File: config.mk
export PLATFORM = sky130hd
export DESIGN_NAME = sb_row_buffer
export DESIGN_NICKNAME = d
export VERILOG_FILES = /design/src/rtl/sb_pkg.sv /design/src/rtl/sb_free_queue.sv /design/src/rtl/sb_word_pick.sv /design/src/rtl/sb_row_buffer.sv
export SDC_FILE = /design/constraint.sdc
export NUM_CORES = 1
export LEC_CHECK = 0
export ABC_CLOCK_PERIOD_IN_PS = 4300
export BUFFER_PORTS_ARGS = -buffer_cell sky130_fd_sc_hd__buf_4
export CAP_MARGIN = 40
export CORE_MARGIN = 2
export CORE_UTILIZATION = 55
export DETAILED_ROUTE_END_ITERATION = 8
export GPL_TIMING_DRIVEN = 0
export PLACE_DENSITY = 0.83
export SYNTH_ARGS = -nofsm -noshare
export SYNTH_HDL_FRONTEND = slang
export SYNTH_SLANG_ARGS = --single-unit
File: constraint.sdc
create_clock -name clk -period 4.3 [get_ports clk]
set_input_delay 0.645 -clock clk [delete_from_list [all_inputs] [get_ports clk]]
set_output_delay 0.645 -clock clk [all_outputs]
set_load 0.005 [all_outputs]
File: src/rtl/sb_pkg.sv
package sb_pkg;
    localparam int SB_LINES  = 4;
    localparam int SB_ROWS   = 8;
    localparam int SB_SLOTS  = 2;
    localparam int SB_ID_W   = 4;
    localparam int SB_WORDS  = 4;
    localparam int SB_WORD_W = 8;

    localparam int LINE_W = (SB_LINES > 1) ? $clog2(SB_LINES) : 1;
    localparam int ROW_W  = (SB_ROWS > 1) ? $clog2(SB_ROWS) : 1;
    localparam int PTR_W  = ROW_W + 1;
    localparam int CNT_W  = $clog2(SB_SLOTS + 1);
    localparam int SLOT_W = (SB_SLOTS > 1) ? $clog2(SB_SLOTS) : 1;
    localparam int OFF_W  = (SB_WORDS > 1) ? $clog2(SB_WORDS) : 1;
    localparam int DATA_W = SB_WORDS * SB_WORD_W;

    typedef struct packed {
        logic [SB_ID_W-1:0] id;
        logic [OFF_W-1:0]   off;
    } sub_t;

    typedef struct packed {
        logic [CNT_W-1:0]           cnt;
        logic [PTR_W-1:0]           nxt;
        sub_t [SB_SLOTS-1:0]        sub;
    } row_t;

    typedef enum logic [1:0] {ST_IDLE, ST_WALK, ST_DRAIN} fsm_e;
endpackage

File: src/rtl/sb_free_queue.sv
module sb_free_queue #(
    parameter int DEPTH = 8,
    parameter int IDX_W = 3
) (
    input  logic             clk,
    input  logic             rst_n,
    input  logic             push,
    input  logic [IDX_W-1:0] push_idx,
    input  logic             pop,
    output logic [IDX_W-1:0] pop_idx,
    output logic             empty
);
    localparam int CNT_W = $clog2(DEPTH + 1);
    localparam int PTR_W = (DEPTH > 1) ? $clog2(DEPTH) : 1;

    typedef struct packed {
        logic [DEPTH-1:0][IDX_W-1:0] slot;
        logic [PTR_W-1:0]            rd;
        logic [PTR_W-1:0]            wr;
        logic [CNT_W-1:0]            cnt;
    } fq_t;

    function automatic fq_t init_q();
        fq_t v;
        v = '0;
        for (int i = 0; i < DEPTH; i++) v.slot[i] = IDX_W'(i);
        v.cnt = CNT_W'(DEPTH);
        return v;
    endfunction

    function automatic logic [PTR_W-1:0] step(input logic [PTR_W-1:0] p);
        return (p == PTR_W'(DEPTH - 1)) ? '0 : p + 1'b1;
    endfunction

    fq_t q, d;

    assign pop_idx = q.slot[q.rd];
    assign empty   = (q.cnt == '0);

    always_comb begin
        d = q;
        if (pop && !empty) begin
            d.rd = step(q.rd);
        end
        if (push) begin
            d.slot[q.wr] = push_idx;
            d.wr         = step(q.wr);
        end
        if (push && !(pop && !empty))      d.cnt = q.cnt + 1'b1;
        else if (!push && pop && !empty)   d.cnt = q.cnt - 1'b1;
    end

    always_ff @(posedge clk) begin
        if (!rst_n) q <= init_q();
        else        q <= d;
    end
endmodule

File: src/rtl/sb_word_pick.sv
module sb_word_pick #(
    parameter int WORDS  = 4,
    parameter int WORD_W = 8,
    parameter int OFF_W  = 2
) (
    input  logic [WORDS*WORD_W-1:0] line_data,
    input  logic [OFF_W-1:0]        off,
    output logic [WORD_W-1:0]       word
);
    logic [WORDS-1:0][WORD_W-1:0] words;

    for (genvar k = 0; k < WORDS; k++) begin : g_split
        assign words[k] = line_data[k*WORD_W +: WORD_W];
    end

    assign word = words[off];
endmodule

File: src/rtl/sb_row_buffer.sv
module sb_row_buffer
    import sb_pkg::*;
(
    input  logic                 clk,
    input  logic                 rst_n,
    input  logic                 ins_valid,
    output logic                 ins_ready,
    input  logic                 ins_new,
    input  logic [LINE_W-1:0]    ins_line,
    input  logic [SB_ID_W-1:0]   ins_id,
    input  logic [OFF_W-1:0]     ins_off,
    input  logic                 rsp_valid,
    output logic                 rsp_ready,
    input  logic [LINE_W-1:0]    rsp_line,
    input  logic [DATA_W-1:0]    rsp_data,
    output logic                 out_valid,
    output logic [SB_ID_W-1:0]   out_id,
    output logic [SB_WORD_W-1:0] out_word
);
    localparam logic [PTR_W-1:0] NIL      = {1'b1, {ROW_W{1'b0}}};
    localparam logic [CNT_W-1:0] FULL_CNT = CNT_W'(SB_SLOTS);

    typedef struct packed {
        fsm_e                          fsm;
        row_t [SB_ROWS-1:0]            rows;
        logic [SB_LINES-1:0][ROW_W-1:0] head;
        logic                          lrc_vld;
        logic [LINE_W-1:0]             lrc_line;
        logic [ROW_W-1:0]              lrc_row;
        logic [ROW_W-1:0]              cur;
        logic [CNT_W-1:0]              idx;
        logic [LINE_W-1:0]             line;
        logic [DATA_W-1:0]             data;
    } st_t;

    st_t q, d;

    logic             fq_push, fq_pop, fq_empty;
    logic [ROW_W-1:0] fq_pop_idx, fq_push_idx;
    logic [OFF_W-1:0] sel_off;
    row_t             tail_r, cur_r, fresh_r;
    logic             lrc_hit, row_last;

    sb_free_queue #(.DEPTH(SB_ROWS), .IDX_W(ROW_W)) i_free (
        .clk      (clk),
        .rst_n    (rst_n),
        .push     (fq_push),
        .push_idx (fq_push_idx),
        .pop      (fq_pop),
        .pop_idx  (fq_pop_idx),
        .empty    (fq_empty)
    );

    sb_word_pick #(.WORDS(SB_WORDS), .WORD_W(SB_WORD_W), .OFF_W(OFF_W)) i_pick (
        .line_data (q.data),
        .off       (sel_off),
        .word      (out_word)
    );

    always_comb begin
        d           = q;
        ins_ready   = 1'b0;
        rsp_ready   = 1'b0;
        fq_pop      = 1'b0;
        fq_push     = 1'b0;
        fq_push_idx = q.cur;
        out_valid   = 1'b0;
        tail_r      = q.rows[q.lrc_row];
        cur_r       = q.rows[q.cur];
        out_id      = cur_r.sub[q.idx[SLOT_W-1:0]].id;
        sel_off     = cur_r.sub[q.idx[SLOT_W-1:0]].off;
        lrc_hit     = q.lrc_vld && (q.lrc_line == ins_line);
        row_last    = (cur_r.cnt == '0) || (q.idx == cur_r.cnt - 1'b1);
        fresh_r     = '0;
        fresh_r.nxt = NIL;

        unique case (q.fsm)
            ST_IDLE: begin
                if (rsp_valid) begin
                    rsp_ready = 1'b1;
                    d.fsm     = ST_DRAIN;
                    d.cur     = q.head[rsp_line];
                    d.idx     = '0;
                    d.line    = rsp_line;
                    d.data    = rsp_data;
                end else if (ins_valid) begin
                    if (ins_new) begin
                        if (!fq_empty) begin
                            ins_ready            = 1'b1;
                            fq_pop               = 1'b1;
                            fresh_r.cnt          = CNT_W'(1);
                            fresh_r.sub[0]       = '{id: ins_id, off: ins_off};
                            d.rows[fq_pop_idx]   = fresh_r;
                            d.head[ins_line]     = fq_pop_idx;
                            d.lrc_vld            = 1'b1;
                            d.lrc_line           = ins_line;
                            d.lrc_row            = fq_pop_idx;
                        end
                    end else if (lrc_hit) begin
                        if (tail_r.cnt != FULL_CNT) begin
                            ins_ready = 1'b1;
                            d.rows[q.lrc_row].sub[tail_r.cnt[SLOT_W-1:0]] =
                                '{id: ins_id, off: ins_off};
                            d.rows[q.lrc_row].cnt = tail_r.cnt + 1'b1;
                        end else if (!fq_empty) begin
                            fq_pop                 = 1'b1;
                            d.rows[fq_pop_idx]     = fresh_r;
                            d.rows[q.lrc_row].nxt  = {1'b0, fq_pop_idx};
                            d.lrc_row              = fq_pop_idx;
                        end
                    end else begin
                        d.fsm = ST_WALK;
                        d.cur = q.head[ins_line];
                    end
                end
            end
            ST_WALK: begin
                if (cur_r.nxt[PTR_W-1]) begin
                    d.fsm      = ST_IDLE;
                    d.lrc_vld  = 1'b1;
                    d.lrc_line = ins_line;
                    d.lrc_row  = q.cur;
                end else begin
                    d.cur = cur_r.nxt[ROW_W-1:0];
                end
            end
            ST_DRAIN: begin
                out_valid = (q.idx < cur_r.cnt);
                if (row_last) begin
                    fq_push = 1'b1;
                    d.idx   = '0;
                    if (cur_r.nxt[PTR_W-1]) begin
                        d.fsm = ST_IDLE;
                        if (q.lrc_line == q.line) d.lrc_vld = 1'b0;
                    end else begin
                        d.cur = cur_r.nxt[ROW_W-1:0];
                    end
                end else begin
                    d.idx = q.idx + 1'b1;
                end
            end
            default: d.fsm = ST_IDLE;
        endcase
    end

    always_ff @(posedge clk) begin
        if (!rst_n) begin
            q     <= '0;
            q.fsm <= ST_IDLE;
        end else begin
            q <= d;
        end
    end
endmodule

* Word-level counts from Yosys, hierarchy flattened
Cells that the tools add are included. W data, S select, Z words.
Storage, ports and cells: logic and storage cells 243, bits in registers 237, input bits 47, output and inout bits 15
Cells by class: equal/unequal tests 24, bitwise operators 5, reductions and logical operators 31, multiplexer cells 89, order comparisons 16, add/subtract/negate cells 7
Operators with widths (count):
- $bwmux W144 | 4
- $mux W144 | 4
- $demux W18 S3 | 4
- $mux W167 | 1
- $mux W162 | 1
- $and A136 B136 Y136 | 1
- $not A136 Y136 | 1
- $bmux W18 S3 | 2
- $mux W18 | 4
- $mux W3 | 16
- $mux W36 | 1
- $mux W6 | 5
- $bwmux W24 | 1
- $ne A2 B2 Y1 const B | 11
- $mux W1 | 21
- $lt A3 B4 Y1 const B | 5
- $bmux W8 S2 | 1
- $mux W16 | 1
- $mux W15 | 1
- $ne A3 B3 Y1 const B | 5
- $bmux W3 S2 | 2
- $bwmux W12 | 1
- $mux W12 | 1
- $mux W2 | 6
- other kinds (42) | 72

* Longest topological paths before layout
depth in word-level cells 16, depth in mapped cells 19, mapped depth without buffers 16

* Hierarchy
From an unflattened synthesis, not the netlist that was laid out.
Unflattened totals: cell total of the unflattened synthesis 1497, area total of the unflattened synthesis 13294.0 um^2
Modules (own cells, without submodules):
- sb_row_buffer | cells an instance 1333, area each 11431.0 um^2, instances 1, seq. area each 4063.9 um^2
- sb_free_queue | cells an instance 154, area each 1666.6 um^2, instances 1, seq. area each 680.7 um^2
- sb_word_pick | cells an instance 10, area each 196.4 um^2, instances 1, seq. area each 0.0 um^2

* Worst setup path after synthesis
No wires, ideal clock.
path type reg2reg, start point register q, in the netlist fq_push_idx[0], end point register i_free.q[3] (netlist name), arrival 3.918 ns, data required time 4.163 ns, setup slack 0.245 ns, cell stages (with the launch flop) 18, library setup time 0.137 ns, path buffers 4, period minus slack after synthesis 4.055 ns, path through dfxtp_1 -> buf_2 -> buf_2 -> buf_2 -> mux4_2 -> mux2i_1 -> ha_1 -> xnor2_1 -> o21ai_0 -> and2_1 -> clkbuf_1 -> nand2_1 -> ha_1 -> a21o_1 -> a21oi_1 -> and3_1 -> o21a_1 -> o21ai_0
On the way: word-level cells in the longest chain between the ends 11, elaborated cells between the ends (all ways) 14, those cells by class add/sub (1); eq/ne (1); mux (5); reduce/logical (7)
RTL lines:
- start, declared | line sb_row_buffer.sv:36 | st_t q, d;
- $bmux W18 S3 * | line sb_row_buffer.sv:69 | cur_r = q.rows[q.cur];
- $mux W18 (not written as such) * | line sb_row_buffer.sv:69
- $sub A2 B1 Y2 | line sb_row_buffer.sv:73 | row_last = (cur_r.cnt == '0) || (q.idx == cur_r.cnt - 1'b1);
- $eq A2 B2 Y1 | line sb_row_buffer.sv:73
- $logic_or A1 B1 Y1 * | line sb_row_buffer.sv:73
- $mux W1 * | line sb_row_buffer.sv:129 | if (row_last) begin
- $mux W1 * | line sb_row_buffer.sv:77 | unique case (q.fsm)
- $logic_not A1 Y1 | line sb_free_queue.sv:50 | else if (!push && pop && !empty) d.cnt = q.cnt - 1'b1;
- $logic_and A1 B1 Y1 (2 in series) | line sb_free_queue.sv:50
- $reduce_bool A2 Y1 (no source line)
- end signal, assigned | line sb_free_queue.sv:54 | if (!rst_n) q <= init_q();
- end, declared | line sb_free_queue.sv:35 | fq_t q, d;
Every way passes the cells marked *; elsewhere a longest branch is shown, timed or not. The select of a mux whose other input is x is not followed. A chain may end at the register's enable or synchronous reset.

* Worst setup path after layout
start point register q[40] (netlist name), end point register i_free.q[3] (netlist name)
On the way: word-level cells in the longest chain between the ends 13, elaborated cells between the ends (all ways) 16, those cells by class eq/ne (1); mux (9); reduce/logical (6)
RTL lines:
- $bmux W18 S3 * | line sb_row_buffer.sv:68 | tail_r = q.rows[q.lrc_row];
- $mux W18 (not written as such) * | line sb_row_buffer.sv:68
- $ne A2 B2 Y1 * | line sb_row_buffer.sv:100 | if (tail_r.cnt != FULL_CNT) begin
- $mux W1 * | line sb_row_buffer.sv:100
- $mux W1 * | line sb_row_buffer.sv:99 | end else if (lrc_hit) begin
- $mux W1 * | line sb_row_buffer.sv:87 | if (ins_new) begin
- $mux W1 * | line sb_row_buffer.sv:86 | end else if (ins_valid) begin
- $mux W1 * | line sb_row_buffer.sv:79 | if (rsp_valid) begin
- $mux W1 * | line sb_row_buffer.sv:77
- $logic_and A1 B1 Y1 | line sb_free_queue.sv:49 | if (push && !(pop && !empty)) d.cnt = q.cnt + 1'b1;
- $logic_not A1 Y1 | line sb_free_queue.sv:49
- $logic_and A1 B1 Y1 | line sb_free_queue.sv:49
- $mux W4 / $reduce_bool A2 Y1 (equally long branches)
Marks and branches as above.

==> impl_metrics.env <==
export IMPL_layout_common_cells="dfxtp_1, nand2_1, a21oi_1, nor2_1, buf_4"
export IMPL_ios=62
export IMPL_drtIter0Drc=1490
export IMPL_place_gp_congestion=1.05
export IMPL_path_class="reg2reg"
export IMPL_max_cap_violations=0
export IMPL_drc=0
export IMPL_start_util_pct=55.9
export IMPL_stdcell_area_um2=13600
export IMPL_avgSynthCellArea_um2=9.42
export IMPL_finalNonFillerCells=1628
export IMPL_coreArea_um2=21000
export IMPL_n_fill_cell=1690
export IMPL_synth_edff_count=0
export IMPL_placed_cells=1587
export IMPL_worst_setup_path_end_kind="register"
export IMPL_ir_drop_v=0.000350
export IMPL_clock_sinks=237
export IMPL_synth_area_um2=11800
export IMPL_cts_tree="built"
export IMPL_drive_gt1_share_pct=18.6
export IMPL_status="complete, but fails checks"
export IMPL_die_x_um=150
export IMPL_num_antenna_cells=0
export IMPL_rsz0062_at_grt="yes"
export IMPL_violations="setup timing"
export IMPL_p_leak_uw=0.00495
export IMPL_slew_headroom_pct=36.1
export IMPL_dieArea_um2=22600
export IMPL_hold_depth=3
export IMPL_detail_route_antenna_nets=0
export IMPL_crit_required_ns=4.67
export IMPL_synth_area_leaders="dfxtp_1, mux4_2, nand2_1"
export IMPL_vias_per_cell=6.93
export IMPL_report_final_slew_viol_count=0
export IMPL_postCtsHoldBufs=0
export IMPL_synthesis_nets=1310
export IMPL_fin_hold_ws_ns=0.367
export IMPL_finalHoldViolCount=0
export IMPL_setup_tns_ns=-0.0603
export IMPL_final_common_cell="dfxtp_1"
export IMPL_r2r_end="i_free.q[3]"
export IMPL_insertion_delay_ns=0.53
export IMPL_wire_per_inst_um=25.4
export IMPL_layout_nets=1397
export IMPL_grt_start_max_net_pins=20
export IMPL_grt_antenna_before_repair=0
export IMPL_placed_cell_area_um2=12600
export IMPL_grt_pass1_wl_um=62100
export IMPL_synth_cell_type_count=76
export IMPL_rr_worst_depth=17
export IMPL_grt_overflow_total=0
export IMPL_setup_slack_ns=-0.0569
export IMPL_skew_ns=0.0108
export IMPL_area_growth_synth_to_final_pct=15.5
export IMPL_p_per_area_nw_per_um2=414
export IMPL_setup_viol=2
export IMPL_critPathArrivalTime_ns=4.72
export IMPL_cts_buffer_depth=3
export IMPL_postSynth_asyncResetShare_pct=0
export IMPL_r2r_start="q[40]"
export IMPL_grt_pass1_vias=10700
export IMPL_period_minus_slack_ns=4.36
export IMPL_synth_ff_type="dfxtp_1"
export IMPL_wirelength_um=41300
export IMPL_synth_top_cell_area_share_pct=40.4
export IMPL_yosys_area_top_type="dfxtp_1"
export IMPL_startpoint_type="register"
export IMPL_yosysSeqAreaShare_pct=40.4
export IMPL_clkTransAtPathRegs_ns=0.07
export IMPL_portBuffers=57
export IMPL_hp_start="rsp_data[21]"
export IMPL_min_to="q[21]"
export IMPL_path_max_fanout=10
export IMPL_vias=11300
export IMPL_root_buffer="clkbuf_16"
export IMPL_hpwl_um=30300
export IMPL_yosysWarningCount=0
export IMPL_ys_ff_latch=237
export IMPL_synth_cells=1248
export IMPL_fin_crit_sh_pct=101
export IMPL_hold_path_class="in2reg"
export IMPL_fp_row_count=53
export IMPL_tightest_slew_ns=0.955
export IMPL_max_clock_freq_mhz=230
export IMPL_drtPass1Iterations=6
export IMPL_r2r_setup_slack_ns=-0.06
export IMPL_track_usage_pct=36.2
export IMPL_cts_made_buffers=25
export IMPL_htreeDepth=1
export IMPL_die_h_um=150
export IMPL_fin_util_pct=64.6
synthesized netlist by cell type, types with 5 or more instances:
library cell	number
o21a_1	7
xnor2_1	6
o22ai_1	23
o211ai_1	11
a221oi_1	6
dfxtp_1	237
o21ai_0	44
clkbuf_1	71
and3_1	9
o31ai_1	10
nor3b_1	6
a22o_1	42
buf_1	6
nand2_1	181
nand2b_1	8
nor4_1	5
a22oi_1	7
nor3_1	30
a21oi_1	97
o221a_2	5
mux2i_1	34
nor2b_1	12
nor2_1	90
and2_1	5
o2bb2ai_1	16
buf_2	14
mux4_2	61
a31oi_1	18
a211oi_1	23
inv_1	13
o221ai_1	6
ha_1	14
a32o_1	24
nand3b_1	6
nand3_1	24
repair_timing:
item / 4_1_cts / 5_1_grt
setup endpoints to repair: 168 / 76
buffers inserted: 0 / 0
resized for setup: 25 / 32
flip-flops by register name (all words and copies together), names as in the netlist:
register     cells
q              200
i_free.q        34
fq_push_idx      3
area by class of cell:
class	instances	area, µm²	area share, %
Clock buffer	37	721	5.31
Inverter	14	52.6	0.387
Clock inverter	8	145	1.07
Timing Repair Buffer	65	492	3.62
Tap cell	275	344	2.54
Buffer	90	414	3.05
Sequential cell	237	4740	35.0
Multi-Input combinational cell	902	6660	49.1
critical path, cell delays in order, from the launching register on:
cell      delay, ns
dfxtp_1        0.39
nor2b_1        0.36
and2_1         0.46
a22o_1         0.22
a221oi_1       0.05
nand3_1        0.12
ha_2           0.39
nor2_4         0.13
nor2_1         0.28
nand3_2        0.32
clkbuf_4       0.34
nand2_1        0.16
ha_1           0.25
a21o_1         0.17
a21oi_1        0.17
and3_1         0.20
o21a_1         0.12
o21ai_0        0.06
metal layers:
metal	up-vias	GRT usage, %	routed length [µm]
met5	-	0	0
met4	0	17.8	2380
met3	183	9.64	5370
met2	850	55.2	18000
met1	5364	47.9	15600
li1	4891	-	-
cells by family after synthesis:
kind of cell | count (synthesis) | synth area share, %
buf+inv | 109 | 3.79
flops | 237 | 40.4
mux | 105 | 15.8
simple gates | 401 | 15.7
compound gates | 373 | 22.1
fa+ha+maj | 15 | 1.66
xor+xnor | 8 | 0.596
through the flow:
| stage | worst slack (ns) | power, µW |
|---|---|---|
| after floorplan | 0.245 | 2960 |
| after global placement | -1.48 | 3290 |
| after detailed placement | -1.15 | 3310 |
| after CTS | 0.0147 | 5580 |
| after global routing | -0.223 | 5770 |
| final | -0.0569 | 5620 |
how the worst max path moves through the flow:
stage          cells past startpoint      startpoint          end
4_1_cts                           18           q[39]  i_free.q[3]
6_report                          17           q[40]  i_free.q[3]
5_1_grt                           18           q[39]  i_free.q[3]
3_5_place_dp                      19           q[39]  i_free.q[3]
3_3_place_gp                      19           q[39]  i_free.q[3]
2_1_floorplan                     17  fq_push_idx[0]  i_free.q[3]
power breakdown:
part           internal, µW  switching (µW)
logic                   345             669
registers              2260            49.7
clock network          1400             898
total                  4000            1620
Power figures use the tool's default switching activity.
